## src/rtl/ucode_pkg.sv

```systemverilog
package ucode_pkg;
  localparam int UA_W      = 4;
  localparam int UC_W      = 7;
  localparam int UW_W      = 1 + UA_W + UC_W;
  localparam int SEQ_BIT   = UW_W - 1;
  localparam int TGT_LO    = UC_W;
  localparam int HALT_ADDR = 13;

  // strobe bit positions inside the control field
  localparam int B_WE    = 6;
  localparam int B_SEL_H = 5;
  localparam int B_SEL_L = 4;
  localparam int B_CLR   = 3;
  localparam int B_LD    = 2;
  localparam int B_LAT   = 1;
  localparam int B_SH    = 0;

  function automatic logic [UW_W-1:0] mk_word(input logic jump,
                                              input logic [UA_W-1:0] tgt,
                                              input logic [UC_W-1:0] ctl);
    return {jump, tgt, ctl};
  endfunction
endpackage

```

## src/rtl/ucode_rom.sv

```systemverilog
module ucode_rom
  import ucode_pkg::*;
#(
  parameter int AW = UA_W,
  parameter int WW = UW_W
) (
  input  logic [AW-1:0] addr,
  output logic [WW-1:0] word
);
  localparam logic [AW-1:0] HALT = AW'(HALT_ADDR);

  always_comb begin
    unique case (addr)
      AW'(0):  word = mk_word(1'b0, '0, 7'b100_0000);
      AW'(1):  word = mk_word(1'b0, '0, 7'b101_0000);
      AW'(2):  word = mk_word(1'b0, '0, 7'b110_0000);
      AW'(3):  word = mk_word(1'b0, '0, 7'b111_0000);
      AW'(4):  word = mk_word(1'b0, '0, 7'b000_1000);
      AW'(5):  word = mk_word(1'b0, '0, 7'b000_0100);
      AW'(6):  word = mk_word(1'b0, '0, 7'b000_0010);
      AW'(7):  word = mk_word(1'b0, '0, 7'b000_0101);
      AW'(8):  word = mk_word(1'b0, '0, 7'b000_0010);
      AW'(9):  word = mk_word(1'b0, '0, 7'b000_0101);
      AW'(10): word = mk_word(1'b0, '0, 7'b000_0010);
      AW'(11): word = mk_word(1'b0, '0, 7'b000_0101);
      AW'(12): word = mk_word(1'b0, '0, 7'b000_0010);
      default: word = mk_word(1'b1, HALT, 7'b000_0000);
    endcase
  end
endmodule

```

## src/rtl/ucode_pc.sv

```systemverilog
module ucode_pc #(
  parameter int W = 4
) (
  input  logic         clk,
  input  logic         rst_n,
  input  logic         en,
  input  logic         jump,
  input  logic [W-1:0] tgt,
  output logic [W-1:0] q
);
  logic [W-1:0] q_nxt;

  always_comb begin
    q_nxt = q;
    if (en) begin
      if (jump) q_nxt = tgt;
      else      q_nxt = q + W'(1);
    end
  end

  always_ff @(posedge clk or negedge rst_n) begin
    if (!rst_n) q <= '0;
    else        q <= q_nxt;
  end

  AST_PC_STEP: assert property (@(posedge clk) disable iff (!rst_n)
    (en && !jump) |=> (q == $past(q) + W'(1)));
  AST_PC_JUMP: assert property (@(posedge clk) disable iff (!rst_n)
    (en && jump) |=> (q == $past(tgt)));
endmodule

```

## src/rtl/ucode_ctlreg.sv

```systemverilog
module ucode_ctlreg #(
  parameter int W = 7
) (
  input  logic         clk,
  input  logic         rst_n,
  input  logic         en,
  input  logic [W-1:0] d,
  output logic [W-1:0] q
);
  for (genvar i = 0; i < W; i++) begin : g_bit
    logic b_nxt;
    always_comb b_nxt = en ? d[i] : 1'b0;
    always_ff @(posedge clk or negedge rst_n) begin
      if (!rst_n) q[i] <= 1'b0;
      else        q[i] <= b_nxt;
    end
  end
endmodule

```

## src/rtl/ucode_seq.sv

```systemverilog
module ucode_seq
  import ucode_pkg::*;
#(
  parameter int AW = UA_W,
  parameter int CW = UC_W
) (
  input  logic       clk,
  input  logic       rst_n,
  input  logic       start,
  output logic       coef_we,
  output logic [1:0] coef_sel,
  output logic       tap_clr,
  output logic       tap_ld,
  output logic       y_latch,
  output logic       tap_shift
);
  localparam int WW = 1 + AW + CW;

  // reset: asserted asynchronously, released after two clock edges
  logic [1:0] rsync;
  logic       rst_i;
  always_ff @(posedge clk or negedge rst_n) begin
    if (!rst_n) rsync <= 2'b00;
    else        rsync <= {rsync[0], 1'b1};
  end
  assign rst_i = rsync[1];

  logic run_q, run_nxt;
  always_comb run_nxt = run_q | start;
  always_ff @(posedge clk or negedge rst_i) begin
    if (!rst_i) run_q <= 1'b0;
    else        run_q <= run_nxt;
  end

  logic [AW-1:0] upc;
  logic [WW-1:0] uword;
  logic [CW-1:0] ctl;

  ucode_rom #(.AW(AW), .WW(WW)) u_rom (
    .addr (upc),
    .word (uword)
  );

  ucode_pc #(.W(AW)) u_pc (
    .clk   (clk),
    .rst_n (rst_i),
    .en    (run_q),
    .jump  (uword[WW-1]),
    .tgt   (uword[WW-2 -: AW]),
    .q     (upc)
  );

  ucode_ctlreg #(.W(CW)) u_ctl (
    .clk   (clk),
    .rst_n (rst_i),
    .en    (run_q),
    .d     (uword[CW-1:0]),
    .q     (ctl)
  );

  assign coef_we   = ctl[B_WE];
  assign coef_sel  = {ctl[B_SEL_H], ctl[B_SEL_L]};
  assign tap_clr   = ctl[B_CLR];
  assign tap_ld    = ctl[B_LD];
  assign y_latch   = ctl[B_LAT];
  assign tap_shift = ctl[B_SH];

  AST_IDLE_AT_ZERO: assert property (@(posedge clk) disable iff (!rst_i)
    !run_q |-> (upc == '0));
  AST_IDLE_QUIET: assert property (@(posedge clk) disable iff (!rst_i)
    !run_q |=> (ctl == '0));
  AST_RUN_STICKY: assert property (@(posedge clk) disable iff (!rst_i)
    run_q |=> run_q);
  AST_HALT_HOLD: assert property (@(posedge clk) disable iff (!rst_i)
    (run_q && upc == AW'(HALT_ADDR)) |=> (upc == AW'(HALT_ADDR) && ctl == '0));
  AST_STROBE_EXCL: assert property (@(posedge clk) disable iff (!rst_i)
    $onehot0({coef_we, tap_clr, tap_ld, y_latch}));
  AST_SEL_NEEDS_WE: assert property (@(posedge clk) disable iff (!rst_i)
    (coef_sel != 2'b00) |-> coef_we);
endmodule

```

## config.mk

```make
export PLATFORM = sky130hd
export DESIGN_NAME = ucode_seq
export DESIGN_NICKNAME = d
export VERILOG_FILES = /design/src/rtl/ucode_pkg.sv /design/src/rtl/ucode_rom.sv /design/src/rtl/ucode_pc.sv /design/src/rtl/ucode_ctlreg.sv /design/src/rtl/ucode_seq.sv
export SDC_FILE = /design/constraint.sdc
export NUM_CORES = 1
export LEC_CHECK = 0
export ABC_AREA = 1
export BUFFER_PORTS_ARGS = -buffer_cell sky130_fd_sc_hd__buf_2
export CAP_MARGIN = 20
export CORE_AREA = 2 2 39 41
export DETAILED_ROUTE_END_ITERATION = 16
export DIE_AREA = 0 0 41 43
export GPL_TIMING_DRIVEN = 0
export PLACE_DENSITY = 0.66
export RECOVER_POWER = 50
export SLEW_MARGIN = 20
export SYNTH_ARGS = -nofsm -noshare
export SYNTH_HDL_FRONTEND = slang
export SYNTH_SLANG_ARGS = --single-unit
```

## constraint.sdc

```tcl
create_clock -name clk -period 0.8 [get_ports clk]
set_input_delay 0 -clock clk [delete_from_list [all_inputs] [get_ports clk]]
set_output_delay 0 -clock clk [all_outputs]
set_load 0.02 [all_outputs]
```

# Word-level counts from Yosys, hierarchy flattened
# Memory sizes are Yosys's and may differ from the RTL's.
# Cells that the tools add are included.
dict set report totals {
  romBits 176
  wordCells 21
  inputBits 3
  reg_bits 14
  output_inout_bits 7
  mem_count 1
}
# name depth width read_ports rd_ports_with_merged_regs write_ports line_no
set memory_table {}
lappend memory_table {{(name not given)} 16 11 1 0 0 ucode_rom.sv:13} ;# unique case (addr)
dict set report op_classes {
  n_addsub 1
  muxes 8
  bitwise_logic 1
}
# cell n
set op_table {}
lappend op_table {{$mux W1} 7}
lappend op_table {{$add A4 B1 Y4 const B} 1}
lappend op_table {{$mux W4} 1}
lappend op_table {{$or A1 B1 Y1} 1}

# Longest topological paths before layout
dict set report logic_depth {
  ltp_word 2
  depth_mapped 6
  depth_no_buf 6
}

# Cells and area by module
# Synthesis repeated with hierarchy kept, for this count alone.
dict set report unflattened {
  hier_cells 86
  area_unflattened_um2 666.9
}
# mod cells_each instances area_per_inst_um2
set modules_own_cells {}
lappend modules_own_cells {ucode_pc 33 1 230.2}
lappend modules_own_cells {ucode_ctlreg 21 1 227.7}
lappend modules_own_cells {ucode_rom 25 1 118.9}
lappend modules_own_cells {ucode_seq 7 1 90.1}

# Worst setup path before layout
# Ideal clock, no wire load.
dict set report synth_path {
  path_kind {register to register}
  from {register u_pc.q[0]}
  to {register u_pc.q[2]}
  path_slack_ns -0.363
  stages_incl_launch_ff 5
  setup_time_ns 0.120
  arrival_time_ns 1.043
  path_cell_list {dfrtp_1 ha_1 ha_1 o21ai_1 nand2_1}
}
dict set report synth_between {
  elab_chain_len 2
  elab_cells_between_ends 3
  cone_classes {add/sub: 1; mux: 1; memory: 1}
}
# element line_no
set synth_rtl {}
lappend synth_rtl {{from (decl)} ucode_pc.sv:9} ;# output logic [W-1:0] q
lappend synth_rtl {{from (signal assigned)} ucode_pc.sv:23} ;# else q <= q_nxt;
lappend synth_rtl {{$mem_v2 Z16 W11 / $add A4 B1 Y4 (equally long branches)} n/a}
lappend synth_rtl {{$mux W4 (*)} ucode_pc.sv:16} ;# if (jump) q_nxt = tgt;
# Every way passes the cells marked *; elsewhere a longest branch is shown, timed or not.
# A chain may end at the register's enable or synchronous reset.

# Worst setup path after layout
dict set report layout_path {
  from {register u_pc.q[1]}
  to {register u_pc.q[2]}
}
# Same word-level chain as after synthesis.

==> flow_summary.yaml <==
critical_path:
  rrSetupSlack_ns: -0.30
  setup.worst_path.start_class: "register"
  crit_family: "flip-flops"
  crit_path_cell_trace: "ha_4 -> ha_4 -> o21ai_2 -> nand2_1"
  slowest_delay_ns: 0.47
  arrival_ns: 1.29
  crit_type: "register to register"
  critical_path_required_ns: 0.99
  cpMaxStageDelayCell: "dfrtp_2"
  crit_top_cell: "ha_4"
  path_max_fanout: 4
  end_kind: "register"
  timing.critical_path.buf_inv: 0
synthesis:
  synth-async-reset-ratio_pct: 100
  synth_edf_count: 0
  synth_flop_cell: "dfrtp_1"
  yosysMostFrequentCell: "dfrtp_1"
  yosysTopAreaCell: "dfrtp_1"
  synth_cell_type_count: 17
  yosysSeqAreaShare_pct: 57.0
  yosysWarningCount: 0
  ys_ff_latch: 14
  synth.top_cell.area_share_pct: 57.0
  ys_top_cells_by_area: "dfrtp_1, ha_1, nand2_1, nor2_1, nand3_1"
  syn_inst: 62
  syn-mean-instance-area_um2: 9.91
  syn_area_um2: 614
  synth_common_cells: "dfrtp_1, nand2_1, nor2_1, ha_1"
  synth_nets: 70
placement:
  hpwl_um: 739
  placed_cells: 87
  gp_congestion: 0.773
  port_buffers: 9
outcome:
  status: "finished with violations"
  violations: "setup timing"
grt:
  track_usage_pct: 18.2
  grt_max_degree: 13
  antenna_found_initial: 0
  grt_pass1_vias: 489
  grt_overflow_total: 0
  grt_pass1_wl_um: 2130
sta:
  fin_crit_sh_pct: 137
  drv_slew: 0
  finalSetupViolations: 17
  fin_setup_tns_ns: -2.39
  rsz0062_at_grt: "true"
  fmax_mhz: 910
  hold_viol_final: 0
  setup_ws_ns: -0.299
  min_period_ns: 1.10
  skew_ns: 0.00945
clock_network:
  clock-sinks: 14
  clk_latency_ns: 0.29
  clkTransAtPathRegs_ns: 0.09
  htreeDepth: 1
  clk_path_buf_depth: 2
  numCtsBuffers: 3
  root_buffer: "clkbuf_4"
  cts_tree: "done"
final_layout:
  finalNonFillerCells: 101
  antenna-diode-count: 0
  drive_above_1_share_pct: 51.8
  areaGrowthSynthToFinish_pct: 54.0
  n_fill_cell: 97
  final_nets: 94
  utilization_pct: 68.4
run:
  maxCapViolations: 0
routing:
  detail-route-antenna-nets: 0
  firstDrtPassIters: 2
  detail_route.vias_per_cell: 4.95
  routed_wl_um: 1320
  post_drt_wl_per_cell_um: 13.0
  drt_iter0_markers: 7
  drc: 0
  vias: 500
pwr:
  p_leak_nw: 0.446
  ir_drop_mv: 2.41
  p_per_area_nw_per_um2: 2720
floorplan:
  num_rows: 14
  die_area_um2: 1760
  core_area_um2: 1380
  die_w_um: 41
  start_util_pct: 44.4
  fp.dieH_um: 43
  ios: 10
hold_path:
  worstHoldPathType: "primary input to asynchronous set/reset pin"
## registers in the layout (all words and copies together) (netlist names)
register  count
rsync         2
run_q         1
u_pc.q        4
u_ctl.q       7
## path summary, 6_finish.rpt
| check | from | endpoint | cells past startpoint |
|---|---|---|---|
| hold reg to reg | rsync[1] | u_pc.q[2] | 0 |
| max in group asynchronous | rsync[1] | u_pc.q[0] | 0 |
| min in group clk | rsync[0] | rsync[1] | 0 |
| setup reg to reg | u_pc.q[1] | u_pc.q[2] | 4 |
| hold / removal | rst_n | rsync[1] | 2 |
| setup / recovery | u_pc.q[1] | u_pc.q[2] | 4 |
## area by class of cell
class | instances | area, µm² | share of cell area (%)
Inverter | 6 | 30.0 | 3.17
Tap cell | 16 | 20.0 | 2.12
Sequential cell | 14 | 353 | 37.3
Clock buffer | 4 | 36.3 | 3.84
Timing Repair Buffer | 19 | 173 | 18.3
Buffer | 2 | 22.5 | 2.38
Multi-Input combinational cell | 40 | 312 | 32.9
## cell usage in the layout (no fill, tap or decap)
cell,instances
dlygate4sd3_1,2
clkbuf_1,1
nor2_2,1
nor3_2,1
nand2_2,4
nor2_1,5
dfrtp_1,12
clkbuf_8,1
ha_4,5
nand3_1,2
o21ai_1,3
nand3_2,2
buf_2,2
a21oi_1,1
nor3_1,1
inv_2,2
inv_1,1
nand4_1,2
or2_4,1
dfrtp_2,2
nand2_1,10
buf_6,11
inv_4,3
o21ai_2,1
clkbuf_4,3
conb_1,1
buf_4,5
## what timing repair did
item / in CTS / in global routing
endpoints found under the setup margin: 17 / 19
endpoints found under the hold margin: 3 / 0
resized for setup: 22 / 16
pin swaps: 7 / 6
hold buffers: 2 / 0
cloned: 2 / 0
setup buffers: 5 / 3
## routing by layer
metal,wire length (µm),track usage (%),share of wire [%],up-vias
met3,43,6.28,3.3,3
met4,23,6.00,1.7,0
met1,544,22.4,41,243
met2,707,28.4,54,13
met5,0,0,0,-
li1,-,-,-,241
## cells by family (layout without fill, tap and decap cells)
kind of cell	after synthesis	after routing	synth area share, %
adder cells (fa/ha/maj)	5	5	10.2
AND/OR/NAND/NOR	29	29	21.4
buffers and inverters	8	31	6.72
AO/OA/AOI/OAI	5	5	4.07
flip-flops	14	14	57.0
other	1	1	0.610
## worst reg2reg max path: stages (launching register included)
cell and delay [ns]:
dfrtp_2 0.47, ha_4 0.18, ha_4 0.20, o21ai_2 0.09
nand2_1 0.05
## report_power, final
group	internal [W]	switching [W]	leakage, nW
logic	0.000533	0.000558	0.257
registers	0.000813	0.000148	0.168
clock network	0.000278	0.000246	0.0210
## metrics by stage
step           instance area (µm²)  setup slack [ns]  power (W)  hold slack (ns)
6_report                       946            -0.299    0.00258           0.0193
5_1_grt                        946            -0.336    0.00273           0.0340
4_1_cts                        878            -0.306    0.00240           0.0236
3_5_place_dp                   703            -0.408    0.00151           -0.214
3_3_place_gp                   703            -0.387    0.00148           -0.216
2_1_floorplan                  638            -0.275    0.00136           -0.296
(Power assumes the default switching activity.)
